--- config.mk ---
export PLATFORM = sky130hd
export DESIGN_NAME = busrel_top
export DESIGN_NICKNAME = d
export VERILOG_FILES = /design/src/rtl/busrel_pkg.sv /design/src/rtl/busrel_sync.sv /design/src/rtl/busrel_lock.sv /design/src/rtl/busrel_fsm.sv /design/src/rtl/busrel_top.sv
export SDC_FILE = /design/constraint.sdc
export NUM_CORES = 1
export LEC_CHECK = 0
export ABC_AREA = 1
export BUFFER_PORTS_ARGS = -buffer_cell sky130_fd_sc_hd__buf_2
export CORE_AREA = 5 5 42 44
export DETAILED_ROUTE_END_ITERATION = 7
export DIE_AREA = 0 0 47 49
export MAX_ROUTING_LAYER = met4
export PLACE_DENSITY_LB_ADDON = 0.15
export REMOVE_ABC_BUFFERS = 1
export SETUP_SLACK_MARGIN = 0.02
export SYNTH_ARGS = -nofsm -noshare
export SYNTH_HDL_FRONTEND = slang
export SYNTH_HIERARCHICAL = 1
export SYNTH_SLANG_ARGS = --single-unit
export TNS_END_PERCENT = 1
--- constraint.sdc ---
create_clock -name clk -period 1.1 [get_ports clk]
set_input_delay 0.22 -clock clk [delete_from_list [all_inputs] [get_ports clk]]
set_output_delay 0.22 -clock clk [all_outputs]
set_load 0.005 [all_outputs]
--- src/rtl/busrel_pkg.sv ---
package busrel_pkg;

    typedef enum logic [1:0] {
        BR_IDLE = 2'd0,
        BR_XFER = 2'd1,
        BR_DISC = 2'd2
    } br_state_e;

    typedef struct packed {
        logic start;
        logic done;
    } br_frame_t;

    // grant is allowed only when a request was captured and the lock is clear
    function automatic logic br_may_grant(input logic seen, input logic locked);
        return seen & ~locked;
    endfunction

endpackage

--- src/rtl/busrel_sync.sv ---
module busrel_sync #(
    parameter int STAGES = 2
) (
    input  logic clk,
    input  logic rst,
    input  logic async_n,
    output logic req
);
    logic [STAGES-1:0] chain;

    generate
        if (STAGES == 1) begin : g_single
            always_ff @(posedge clk) begin
                if (rst) chain <= 1'b1;
                else     chain <= async_n;
            end
        end else begin : g_multi
            always_ff @(posedge clk) begin
                if (rst) chain <= '1;
                else     chain <= {chain[STAGES-2:0], async_n};
            end
        end
    endgenerate

    assign req = ~chain[STAGES-1];
endmodule

--- src/rtl/busrel_lock.sv ---
module busrel_lock (
    input  logic clk,
    input  logic rst,
    input  logic set_i,
    input  logic clr_i,
    output logic lock_q
);
    always_ff @(posedge clk) begin
        if (rst)        lock_q <= 1'b0;
        else if (set_i) lock_q <= 1'b1;
        else if (clr_i) lock_q <= 1'b0;
    end
endmodule

--- src/rtl/busrel_fsm.sv ---
module busrel_fsm
    import busrel_pkg::*;
(
    input  logic      clk,
    input  logic      rst,
    input  logic      req,
    input  logic      locked,
    input  br_frame_t frame,
    output logic      ack_n,
    output logic      off_bus
);
    br_state_e state;
    logic      seen;

    always_ff @(posedge clk) begin
        if (rst) begin
            state <= BR_IDLE;
            seen  <= 1'b0;
            ack_n <= 1'b1;
        end else begin
            unique case (state)
                BR_IDLE: begin
                    if (frame.start) begin
                        if (frame.done) begin
                            if (br_may_grant(req, locked)) begin
                                state <= BR_DISC;
                                ack_n <= 1'b0;
                            end
                        end else begin
                            state <= BR_XFER;
                            seen  <= req & ~locked;
                        end
                    end
                end
                BR_XFER: begin
                    if (frame.done) begin
                        seen <= 1'b0;
                        if (br_may_grant(seen, locked)) begin
                            state <= BR_DISC;
                            ack_n <= 1'b0;
                        end else begin
                            state <= BR_IDLE;
                        end
                    end
                end
                BR_DISC: begin
                    if (!req) begin
                        state <= BR_IDLE;
                        ack_n <= 1'b1;
                    end
                end
                default: begin
                    state <= BR_IDLE;
                    ack_n <= 1'b1;
                end
            endcase
        end
    end

    assign off_bus = (state == BR_DISC);
endmodule

--- src/rtl/busrel_top.sv ---
module busrel_top
    import busrel_pkg::*;
#(
    parameter int CTRL_W      = 8,
    parameter int SYNC_STAGES = 2
) (
    input  logic              clk,
    input  logic              rst,
    input  logic              breq_n,
    input  logic              txn_start,
    input  logic              txn_done,
    input  logic              lock_set,
    input  logic              lock_clr,
    output logic              back_n,
    output logic              disc,
    output logic              stall,
    output logic [CTRL_W-1:0] ctrl_oe
);
    logic      req_sync;
    logic      lock_q;
    logic      off_bus;
    br_frame_t frame;

    assign frame.start = txn_start;
    assign frame.done  = txn_done;

    busrel_sync #(.STAGES(SYNC_STAGES)) u_sync (
        .clk     (clk),
        .rst     (rst),
        .async_n (breq_n),
        .req     (req_sync)
    );

    busrel_lock u_lock (
        .clk    (clk),
        .rst    (rst),
        .set_i  (lock_set),
        .clr_i  (lock_clr),
        .lock_q (lock_q)
    );

    busrel_fsm u_fsm (
        .clk     (clk),
        .rst     (rst),
        .req     (req_sync),
        .locked  (lock_q),
        .frame   (frame),
        .ack_n   (back_n),
        .off_bus (off_bus)
    );

    assign disc    = off_bus;
    assign stall   = off_bus;
    assign ctrl_oe = {CTRL_W{~off_bus}};
endmodule

==> flow_results.org, run 1 <==
** Placement
- The count of buffers added on input and output ports is 17.
- HPWL reported at the end of detailed placement :: 768 um
- Counting tap cells, the placed design contains a total of 100 instances.
- Weighted congestion reported at the end of routability-driven placement :: a little under 0.8
- Setup Slack @ Placement :: -4.60 ps
- In this run the cell area measured after placement is approximately 500 sq um.

** Setup path
- For the worst setup path, the data required time is 880 ps.
- Setup CP Type :: flip-flop to output port
- Maximum cell stage delay along the critical path :: 360 ps
- The critical path goes through nor2_4 -> buf_4 -> buf_2.
- In this run the worst setup path terminates at disc.
- Setup slack on the worst reg-to-reg path comes out at 30 ps.
- Reg2Reg Capture Point :: u_fsm/seen$_SDFFE_PP0P_
- Among cell families on the critical path, the largest total delay comes from flip-flops.
- The startpoint identified for the worst register-to-register timing path is u_fsm/state[0]$_SDFFE_PP0P_.
- Count of buffering cells on the critical path with inverters included :: 2
- Top fanout value on the critical path :: 4
- Critical Path Start :: u_fsm/state[0]$_SDFFE_PP0P_
- STA classifies the critical path startpoint as a flip-flop.
- Worst R2R Path Depth :: 7
- STA classifies the critical path endpoint as an output port.
- The slowest stage of the critical path belongs to the cell sky130_fd_sc_hd__dfxtp_4.
- Arrival time at the worst endpoint :: 920 ps
- The critical path crosses 3 cells after its start point.

** Status
- The final reports fail on setup timing.
- The flow ran to the end, but the final reports show violations.

** Pwr
- Dividing total power by cell area gives a power density of 1240 nW/um^2.
- In this run, the clock network consumes 31.6% of the power.
- Overall power consumption after layout is estimated at 0.740 mW.
- Leakage power of the design :: 0.321 nW
- IR analysis of the VDD net gives a maximum drop of between 600 and 700 uV.
- Sequential group share of total power :: 38.9%
- Combinational fraction of design power :: between 20% and 30%
- The analysis attributes to net switching a power of 0.228 mW.
- Internal cell power :: 0.511 mW
- Net switching is between 30% and 40% of the power.

** Drt
- Using the TritonRoute via totals, the vias-per-cell ratio works out to 4.39.
- Remaining design rule violation count :: 0
- For this block, the initial DRC count from the detailed router was 7.
- Sum of routed wire length over all layers :: 948 um
- Detailed-route via count :: 470
- Routed wire per std cell :: roughly 8.9 um
- The pre-antenna-repair detailed-routing pass consisted of 4 iterations.
- The count of nets left with antenna violations once routing finished came out at 0.

** Logic synthesis
- The cell count after synthesis came out at 73.
- After synthesis the cells add up to 454 sq um.
- Proportion of synthesized chip area in sequential cells :: a little under a third
- Per-instance average area after synthesis :: 6.22 sq um
- Counting flops and latches in the post-synthesis netlist gives 7.
- Distinct cell type count of the synthesized netlist :: 15
- For this run, the number of Yosys warnings is 6.

** Timing
- Setup violations remaining at the end of the flow were counted as 10.
- Timing would allow up to 874 MHz.
- Number of pins exceeding their max-slew limit in the final report :: 0
- The routed design could run at a clock period as short as 1140 ps.
- The final hold violation count came to 0.
- Actual transition at the worst max-transition pin :: 232 ps
- The worst path uses 104% of the clock period.
- Relative max-transition margin :: approximately 84%
- Clock skew on the completed layout was measured at approximately 0.11 ps.
- Setup repair after global routing could not meet its margin everywhere.
- Across all setup checks in the final design, the least slack found is -44.6 ps.

** Floorplan
- # IOs :: 18
- Floorplan die area :: 2300 sq um
- In this run the standard cell core region covers 1400 sq um.
- From bottom edge to top edge, the die measures about 49 um.
- For this configuration, the core starts out at a cell density of 32.4%.
- Width of the chip :: about 47 um
- Placement Rows :: 14

** Clocking
- Max Root-Sink Buffers :: 2
- In this run the number of H-tree levels came out at 1.
- Buffers inserted during clock tree synthesis total 3.
- Root Buffer :: sky130_fd_sc_hd__clkbuf_4
- The clock reaches the later pin of the worst-skew pair after 250 ps.
- For this design, the CTS-stage hold fixing added 0 buffers.
- Clock sink total :: 7
- TritonCTS built the clock tree.
- Clock transition at the registers of the reported paths :: 50 ps

** Global route
- The via count of the first global-routing pass was 431.
- Number of antenna violations at the first check in global routing :: 0
- GRT Residual Overflow :: 0
- Wire length of the first global-routing pass :: 1580 um
- Across every metal layer, demand over resource in global routing totals under 10%.
- Pin count of the biggest net entering global routing :: 9

** Layout
- # nets final :: 99
- Highest-count cells in the layout ignoring fill and taps :: 17 x sky130_fd_sc_hd__buf_2, 15 x sky130_fd_sc_hd__nand2_1, 11 x sky130_fd_sc_hd__inv_1, 7 x sky130_fd_sc_hd__nor2_1
- Area of all sequential standard cells :: 148 sq um
- Cells with a size suffix above 1 make up 44.0% of the layout.
- The number of antenna diodes in the final layout is 0.
- In the final layout, the multi-input gates occupy 215 sq um.
- The finished cells cover 594 sq um.
- Layout overhead on the synthesized area :: 30.9%
- The count of cells in the finished layout, fillers not included, comes to 107.
- After filler insertion, the fill cell instance count of the layout stands at 153.
- Most frequent standard cell in the layout excluding fill and tap cells :: sky130_fd_sc_hd__buf_2

** Min path
- The startpoint identified for the worst hold timing path is breq_n.
- Class of the worst hold path :: primary input to flip-flop

** Job
- Across the run, the number of max-cap violations was 0.
## final cells by class
cell class,count,area share [%]
Multi-Input combinational cell,42,36.2
Timing Repair Buffer,22,20.6
Tap cell,16,3.37
Clock buffer,4,4.42
Sequential cell,7,24.8
Inverter,16,10.5
## Yosys cell counts, drive strengths merged
master | n | area share (%)
inv | 16 | 13
nand2 | 16 | 13
nor2 | 11 | 10
buf | 8 | 13
dfxtp | 7 | 31
nand3 | 6 | 7.7
a21oi | 4 | 5.2
o21ai | 3 | 3.3
a22oi | 1 | 1.7
nand4 | 1 | 1.4
## flip-flops by register name, summed over array words and instances, names as in the netlist
| name | cells |
|---|---|
| u_fsm/ack_n | 1 |
| u_fsm/seen | 1 |
| u_fsm/state | 2 |
| u_lock/lock_q | 1 |
| u_sync/chain | 2 |
## power groups by stage
stage | combinational (mW) | sequential, mW | clock (mW)
finish | 0.218 | 0.288 | 0.234
CTS | 0.210 | 0.287 | 0.248
floorplan | 0.111 | 0.292 | 0
global route | 0.248 | 0.291 | 0.271
detailed placement | 0.185 | 0.295 | 0
global placement | 0.188 | 0.295 | 0
## timing repair
| item | CTS | global route |
|---|---|---|
| setup buffers | 3 | 0 |
| resized for setup | 8 | 5 |
| setup endpoints to repair | 10 | 14 |
## through the flow
step	util, %	hold WS (ps)	TNS (ps)
after floorplan	-	282	-14.2
after global placement	36.7	389	-78.8
after detailed placement	36.7	395	-22.6
after CTS	41.4	144	-561
after global routing	42.4	157	-1050
final	42.4	148	-279
## cell families after synthesis
group	Yosys count	share of synthesized area, %
AO/OA/AOI/OAI	8	10.2
buffers and inverters	24	26.4
AND/OR/NAND/NOR	34	32.5
flip-flops	7	30.9
## worst reg2reg max path, stage by stage (launching register included)
cell and delay, ps:
sky130_fd_sc_hd__dfxtp_4 360, sky130_fd_sc_hd__buf_4 140, sky130_fd_sc_hd__inv_2 60, sky130_fd_sc_hd__nand2_1 50
sky130_fd_sc_hd__nor2_2 90, sky130_fd_sc_hd__nand2_1 70, sky130_fd_sc_hd__a21oi_2 140, sky130_fd_sc_hd__nor2_1 50
## worst min path at each step
stage,to,cells after the start
floorplan,u_lock/lock_q$_SDFFE_PP0P_,1
global placement,u_sync/chain[1]$_SDFF_PP1_,2
detailed placement,u_sync/chain[1]$_SDFF_PP1_,2
CTS,u_sync/chain[0]$_SDFF_PP1_,3
global route,u_lock/lock_q$_SDFFE_PP0P_,2
finish,u_sync/chain[0]$_SDFF_PP1_,3
## per-layer routing
layer	track usage, %	routed length (um)	up-vias
met5	-	0	-
met2	15.2	458	20
li1	-	-	250
met4	6.91	10	0
met1	9.27	367	198
met3	3.69	111	2
Note: power is estimated with default switching activity, not from simulation.
==> run 2, diff against run 1 <==
Settings changed: SETUP_SLACK_MARGIN 0.02 to 0.5.
==> flow_results.org, run 2 (synthesis results as in run 1) <==
** Status
- The flow ran to the end, but the final reports show violations.
- Violated checks :: setup timing

** Clocking
- After clock tree synthesis, the clock-pin slew on the worst setup and hold paths is 50 ps.
- TritonCTS built the clock tree.
- The tree built by TritonCTS fans out to 7 sinks.
- No sink is reached through more buffers than the 2 on the longest clock path.
- In this run the number of H-tree levels came out at 1.
- CTS placed an instance of sky130_fd_sc_hd__clkbuf_4 at the clock tree root.
- In this run, post-CTS hold repair placed 0 buffers.
- Number of CTS-inserted buffers :: 3
- Clock latency of the later-clocked register in the worst-skew pair :: between 200 and 300 ps

** Floorplan
- Die height :: 49 um
- Standard cell core area :: 1400 sq um
- Once the floorplan was initialized, standard cells occupied 32.4% of the core.
- 18 I/O pins were placed.
- The floorplan step defined a die boundary enclosing about 2300 sq um.
- Placement Rows :: 14
- Width of the chip :: 47 um

** Layout
- Compared with the post-synthesis result, the final layout area differs by 31.1%.
- The layout has 152 filler cells.
- The repair_antennas step left the layout with diodes totalling 0.
- At the end of the flow, the number of nets in the layout was around 100.
- Area of combinational cells with multiple inputs :: about 220 sq um
- Summing all flip-flop and latch instances after layout gives 149 sq um.
- Highest-count cells in the layout ignoring fill and taps :: 17 x sky130_fd_sc_hd__buf_2, 15 x sky130_fd_sc_hd__nand2_1, 11 x sky130_fd_sc_hd__inv_1, 7 x sky130_fd_sc_hd__nor2_1
- Leaving out fill and tap cells, the most frequent cell in the layout is sky130_fd_sc_hd__buf_2.
- Cell area after layout :: 596 sq um
- Registers with the most flip-flops :: u_fsm/state x2, u_sync/chain x2
- Final Instance Count excl. Fillers :: 107
- Fraction of final layout cells sized beyond drive strength 1 :: between 40% and 50%

** Timing
- At the pin with the least slew margin, the transition time is ~230 ps.
- Hold violation count in the final report :: 0
- Post-Route Setup TNS :: -275 ps
- Measured against its own limit, the worst slew margin works out to 84.3%.
- Setup repair after global routing could not meet its margin everywhere.
- Setup violations remaining at the end of the flow were counted as 10.
- The number of max-slew violations in the final report is 0.
- The final critical path takes up 104% of the cycle.
- On the final layout, the worst clock skew is 0.321 ps.
- Hold timing on the final database bottoms out at a slack of 148 ps.
- Highest clock frequency the design can meet :: between 800 and 900 MHz
- The routed design could run at a clock period as short as 1140 ps.
- Once routing completed, OpenROAD measured the worst setup slack at -44.2 ps.

** Setup path
- Walking the worst path, the cells encountered are nor2_4 -> buf_4 -> buf_2.
- Capturing element of the worst setup path :: disc
- Arrival time at the worst endpoint :: 920 ps
- Critical Path Start :: u_fsm/state[0]$_SDFFE_PP0P_
- At the worst endpoint, the required time is 880 ps.
- Top fanout value on the critical path :: 4
- Slowest stage cell on the critical path :: sky130_fd_sc_hd__dfxtp_4
- Setup slack of the most critical reg-to-reg path :: ~30 ps
- On the worst path, the slowest cell contributes a delay of 360 ps.
- Reg-to-Reg Start :: u_fsm/state[0]$_SDFFE_PP0P_
- CP Launch Type :: flip-flop
- The endpoint identified for the worst register-to-register timing path is u_fsm/seen$_SDFFE_PP0P_.
- Critical path capture point type :: output port
- Setup CP Type :: flip-flop to output port
- Measured in cells, the most critical reg-to-reg path has a length of 7.

** Global route
- Number of global-route vias before repair :: between 400 and 500
- The initial antenna violation count was 0.
- Wire length of the first global-routing pass :: about 1600 um
- Global-route usage over all layers :: 9.69%
- Summed over all layers, the global routing overflow is 0.
- Entering global routing, the biggest net connects 9 pins.

** Pwr
- Pwr per Cell Area :: 1240 nW/um^2
- Summed over all cells, the static leakage comes to roughly 0.32 nW.
- Across the VDD grid, the largest voltage drop is 619 uV.

** Drt
- For this block, the routed nets add up to 948 um of wire.
- Routed wire per std cell :: 8.86 um
- Final ANT Viol Nets :: 0
- Avg Vias per Cell :: 4.39
- Initial drt markers :: 7
- Detailed-route via count :: 470
- First-pass iteration count of the detailed router :: 4
- Remaining design rule violation count :: 0

** Placement
- Total placed instance area :: ~510 sq um
- Count of input and output buffers :: 17
- Before CTS, the worst setup slack after placement is -4.60 ps.
- Summed over all nets, the half-perimeter wirelength after detailed placement is 768 um.
- DP Cell Count :: 100
- Weighted congestion reported at the end of routability-driven placement :: 0.786

** Job
- Max-cap violations in this run came to 0.

** Min path
- The path class of the tightest hold or removal check is primary input to flip-flop.
-- run 2: cell count changes in the layout (fill, tap and decap cells not counted) --
cell                      delta
sky130_fd_sc_hd__dfxtp_1     -1
sky130_fd_sc_hd__dfxtp_2     +1
-- run 2: area by class of cell --
| class | count | area share, % |
|---|---|---|
| clock buffer | 4 | 4.41 |
| inverter | 16 | 10.5 |
| sequential | 7 | 25.0 |
| multi-input combinational | 42 | 36.1 |
| tap | 16 | 3.36 |
| timing repair buffer | 22 | 20.6 |
-- run 2: timing repair --
action,4_1_cts,5_1_grt
resized for setup,9,5
endpoints found under the setup margin,16,15
pin swaps,0,0
buffers inserted,3,0
-- run 2: worst min-delay path by stage --
stage                     cells past startpoint  slack (ps)                       start                         end
after floorplan                               1         280                         rst  u_lock/lock_q$_SDFFE_PP0P_
after global placement                        2         390  u_sync/chain[0]$_SDFF_PP1_  u_sync/chain[1]$_SDFF_PP1_
after detailed placement                      2         390  u_sync/chain[0]$_SDFF_PP1_  u_sync/chain[1]$_SDFF_PP1_
after CTS                                     3         140                      breq_n  u_sync/chain[0]$_SDFF_PP1_
after global routing                          2         150                         rst  u_lock/lock_q$_SDFFE_PP0P_
final                                         3         150                      breq_n  u_sync/chain[0]$_SDFF_PP1_
-- run 2: worst max-delay path: cells and delay by family, from the launching register on --
family,cells,cell delay [ps]
flops,1,360
buf+inv,2,210
simple gates,1,110
-- run 2: stage by stage --
stage	power [mW]	utilization, %
detailed placement	0.481	36.7
global placement	0.482	36.7
finish	0.740	42.5
floorplan	0.404	-
CTS	0.746	41.5
global route	0.810	42.5
-- run 2: per-layer routing --
layer | wire, um | vias to the layer above | part of all wire (%) | GRT usage [%]
met5 | 0 | - | 0 | -
met4 | 10 | 0 | 1.1 | 6.91
met2 | 458 | 20 | 48 | 15.2
met3 | 111 | 2 | 12 | 3.69
li1 | - | 250 | - | -
met1 | 367 | 198 | 39 | 9.27
-- run 2: report_power, final --
group          internal [mW]  switching, mW  total [mW]  leakage, nW
clock network          0.138         0.0953       0.234       0.0150
registers              0.274         0.0151       0.289       0.0595
logic                 0.0999          0.118       0.218        0.247
==> run 3, diff against run 2 <==
Settings changed: RECOVER_POWER set to 25.
==> flow_results.org, run 3 (synthesis results as in run 1) <==
** Status
- Outcome :: finished, violations left
- The checks that failed: setup timing.

** Layout
- Leaving out fill and tap cells, the most frequent cells in the layout are 16 x sky130_fd_sc_hd__buf_2, 15 x sky130_fd_sc_hd__nand2_1, 11 x sky130_fd_sc_hd__inv_1, 7 x sky130_fd_sc_hd__nor2_1.
- Most frequent standard cell in the layout excluding fill and tap cells :: sky130_fd_sc_hd__buf_2
- The number of antenna diodes in the final layout is 0.
- Cell area after layout :: 594 sq um
- The largest registers in the layout are u_fsm/state x2, u_sync/chain x2.
- The area growth from synthesis to layout is 30.9%.
- Cells fill 42.4% of the core in the end.
- Once layout is complete, the cells apart from fillers number 107.
- The post-route netlist has 44.0% of its cells at a drive strength greater than 1.
- After the last flow step, the layout net total stands at 99.

** Clocking
- Max Root-Sink Buffers :: 2
- The later pin in the worst-skew pair is clocked with a latency of around 250 ps.
- Clock tree from TritonCTS :: built
- Clock tree synthesis inserted a total of 3 buffers.
- Root Buffer :: sky130_fd_sc_hd__clkbuf_4
- CTS H-tree depth :: 1
- CTS hold repair buffers :: 0
- Clock sink total :: 7
- Clock-pin slew was measured on the worst setup and hold paths at 50 ps.

** Floorplan
- The core region is 1400 sq um.
- Floorplan die area :: 2300 sq um
- The initial utilization of the core area, before any placement, comes to 32.4%.
- Measured along the y axis, the die boundary spans between 40 and 50 um.
- Pin placement for this block handled 18 I/O pins.
- Width of the chip :: 47 um
- The initialized floorplan defines 14 standard-cell rows.

** Timing
- Across all setup checks in the final design, the least slack found is -44.2 ps.
- Relative max-transition margin :: between 80% and 90%
- For this run, the top clock speed supported by timing is between 800 and 900 MHz.
- Of the available clock period, the critical path in the final layout requires 104%.
- In the final timing run, aggregate negative setup slack is -275 ps.
- Actual transition at the worst max-transition pin :: 232 ps
- Worst Skew :: around 0.3 ps
- Setup repair after global routing could not meet its margin everywhere.
- Setup-failing EPs final :: 10
- Number of pins exceeding their max-slew limit in the final report :: 0
- Hold violation count in the final report :: 0
- Counting I/O delays and the setup requirement, the final critical path takes 1140 ps.
- On the final layout, the worst hold slack is 149 ps.

** Pwr
- The completed layout was analyzed and its total power is 0.739 mW.
- Leakage power of the design :: 0.319 nW
- Worst-case vdd ir drop :: a little over 600 uV
- Dividing total power by cell area gives a power density of 1240 nW/um^2.

** Setup path
- STA classifies the critical path startpoint as a flip-flop.
- Of all nets on the critical path, the largest fanout is 4.
- The critical path is of the flip-flop to output port type.
- The setup check on the worst reg-to-reg path leaves a slack of 30 ps.
- Traced cell by cell, the critical path runs through nor2_4 -> buf_4 -> buf_2.
- Critical path capture point type :: output port
- Req. time, crit path :: around 900 ps
- Maximum cell stage delay along the critical path :: 360 ps
- Count of buffering cells on the critical path with inverters included :: 2
- Among all stages on the critical path, the largest delay is contributed by sky130_fd_sc_hd__dfxtp_4.
- Grouping stages by cell kind, the critical path spends the most delay in flip-flops.
- For the worst setup path, the data arrival time is 920 ps.

** Placement
- DP Cell Count :: 100
- Once placement finished, the instance area stood at 514 sq um.
- The HPWL after detailed placement is approximately 770 um.
- Weighted congestion reported at the end of routability-driven placement :: 0.786
- Input and output buffers added on the ports amount to 17.
- Before CTS, the worst setup slack after placement is -4.60 ps.

** Drt
- In this run the remaining antenna-violating nets after routing total 0.
- For this block, the routed nets add up to 951 um of wire.
- Remaining design rule violation count :: 0
- After detailed routing, the number of vias per cell comes to between 4 and 5.
- The final route contains 470 vias.
- First-pass iteration count of the detailed router :: 4
- After the first detailed-routing iteration, the DRC count stood at 7.
- Routed wire per std cell :: 8.89 um

** Global route
- Global-route usage over all layers :: under 10%
- Wire length of the first global-routing pass :: around 1600 um
- The initial antenna violation count came to 0.
- The total overflow left after global routing is 0.
- Pin count of the biggest net entering global routing :: 9
- Number of global-route vias before repair :: ~430

** Min path
- The tightest min-delay check is of the primary input to flip-flop type.

** Job
- Maxcap violations :: 0
-- run 3: cell count changes in the layout (fill, tap and decap cells not counted) --
| cell | before | now |
|---|---|---|
| sky130_fd_sc_hd__buf_2 | 17 | 16 |
| sky130_fd_sc_hd__clkbuf_1 | 1 | 2 |
-- run 3: report_power, final --
| group | internal (mW) | switching (mW) | total [mW] |
|---|---|---|---|
| clock network | 0.138 | 0.0953 | 0.234 |
| registers | 0.274 | 0.0151 | 0.289 |
| logic | 0.0994 | 0.118 | 0.217 |
| total | 0.511 | 0.228 | 0.739 |
-- run 3: layer usage --
metal  part of all wire [%]  track usage [%]  vias up
li1                       -                -      250
met1                     39             9.27      198
met2                     48             15.2       20
met3                     12             3.69        2
met4                    1.1             6.91        0
met5                      0                -        -
-- run 3: worst register-to-register path, stage by stage (launching register included) --
cell and delay [ps]:
sky130_fd_sc_hd__dfxtp_4 360, sky130_fd_sc_hd__buf_4 140, sky130_fd_sc_hd__inv_2 60, sky130_fd_sc_hd__nand2_1 50
sky130_fd_sc_hd__nor2_2 90, sky130_fd_sc_hd__nand2_1 70, sky130_fd_sc_hd__a21oi_2 140, sky130_fd_sc_hd__nor2_1 50
-- run 3: final timing paths --
| kind | startpoint | to | cells after the start |
|---|---|---|---|
| worst max-delay path | u_fsm/state[0]$_SDFFE_PP0P_ | disc | 3 |
| worst min-delay path | breq_n | u_sync/chain[0]$_SDFF_PP1_ | 3 |
| worst max register to register | u_fsm/state[0]$_SDFFE_PP0P_ | u_fsm/seen$_SDFFE_PP0P_ | 7 |
| worst min register to register | u_sync/chain[0]$_SDFF_PP1_ | u_sync/chain[1]$_SDFF_PP1_ | 2 |
-- run 3: what timing repair did --
action | 4_1_cts | 5_1_grt
resized for setup | 9 | 5
setup endpoints to repair | 16 | 15
pin swaps | 0 | 0
setup buffers | 3 | 0
-- run 3: final cells by class --
cell class	instances	area [sq um]
sequential	7	149
timing repair buffer	22	121
tap	16	20.0
inverter	16	62.6
fill	152	807
multi-input combinational	42	215
clock buffer	4	26.3
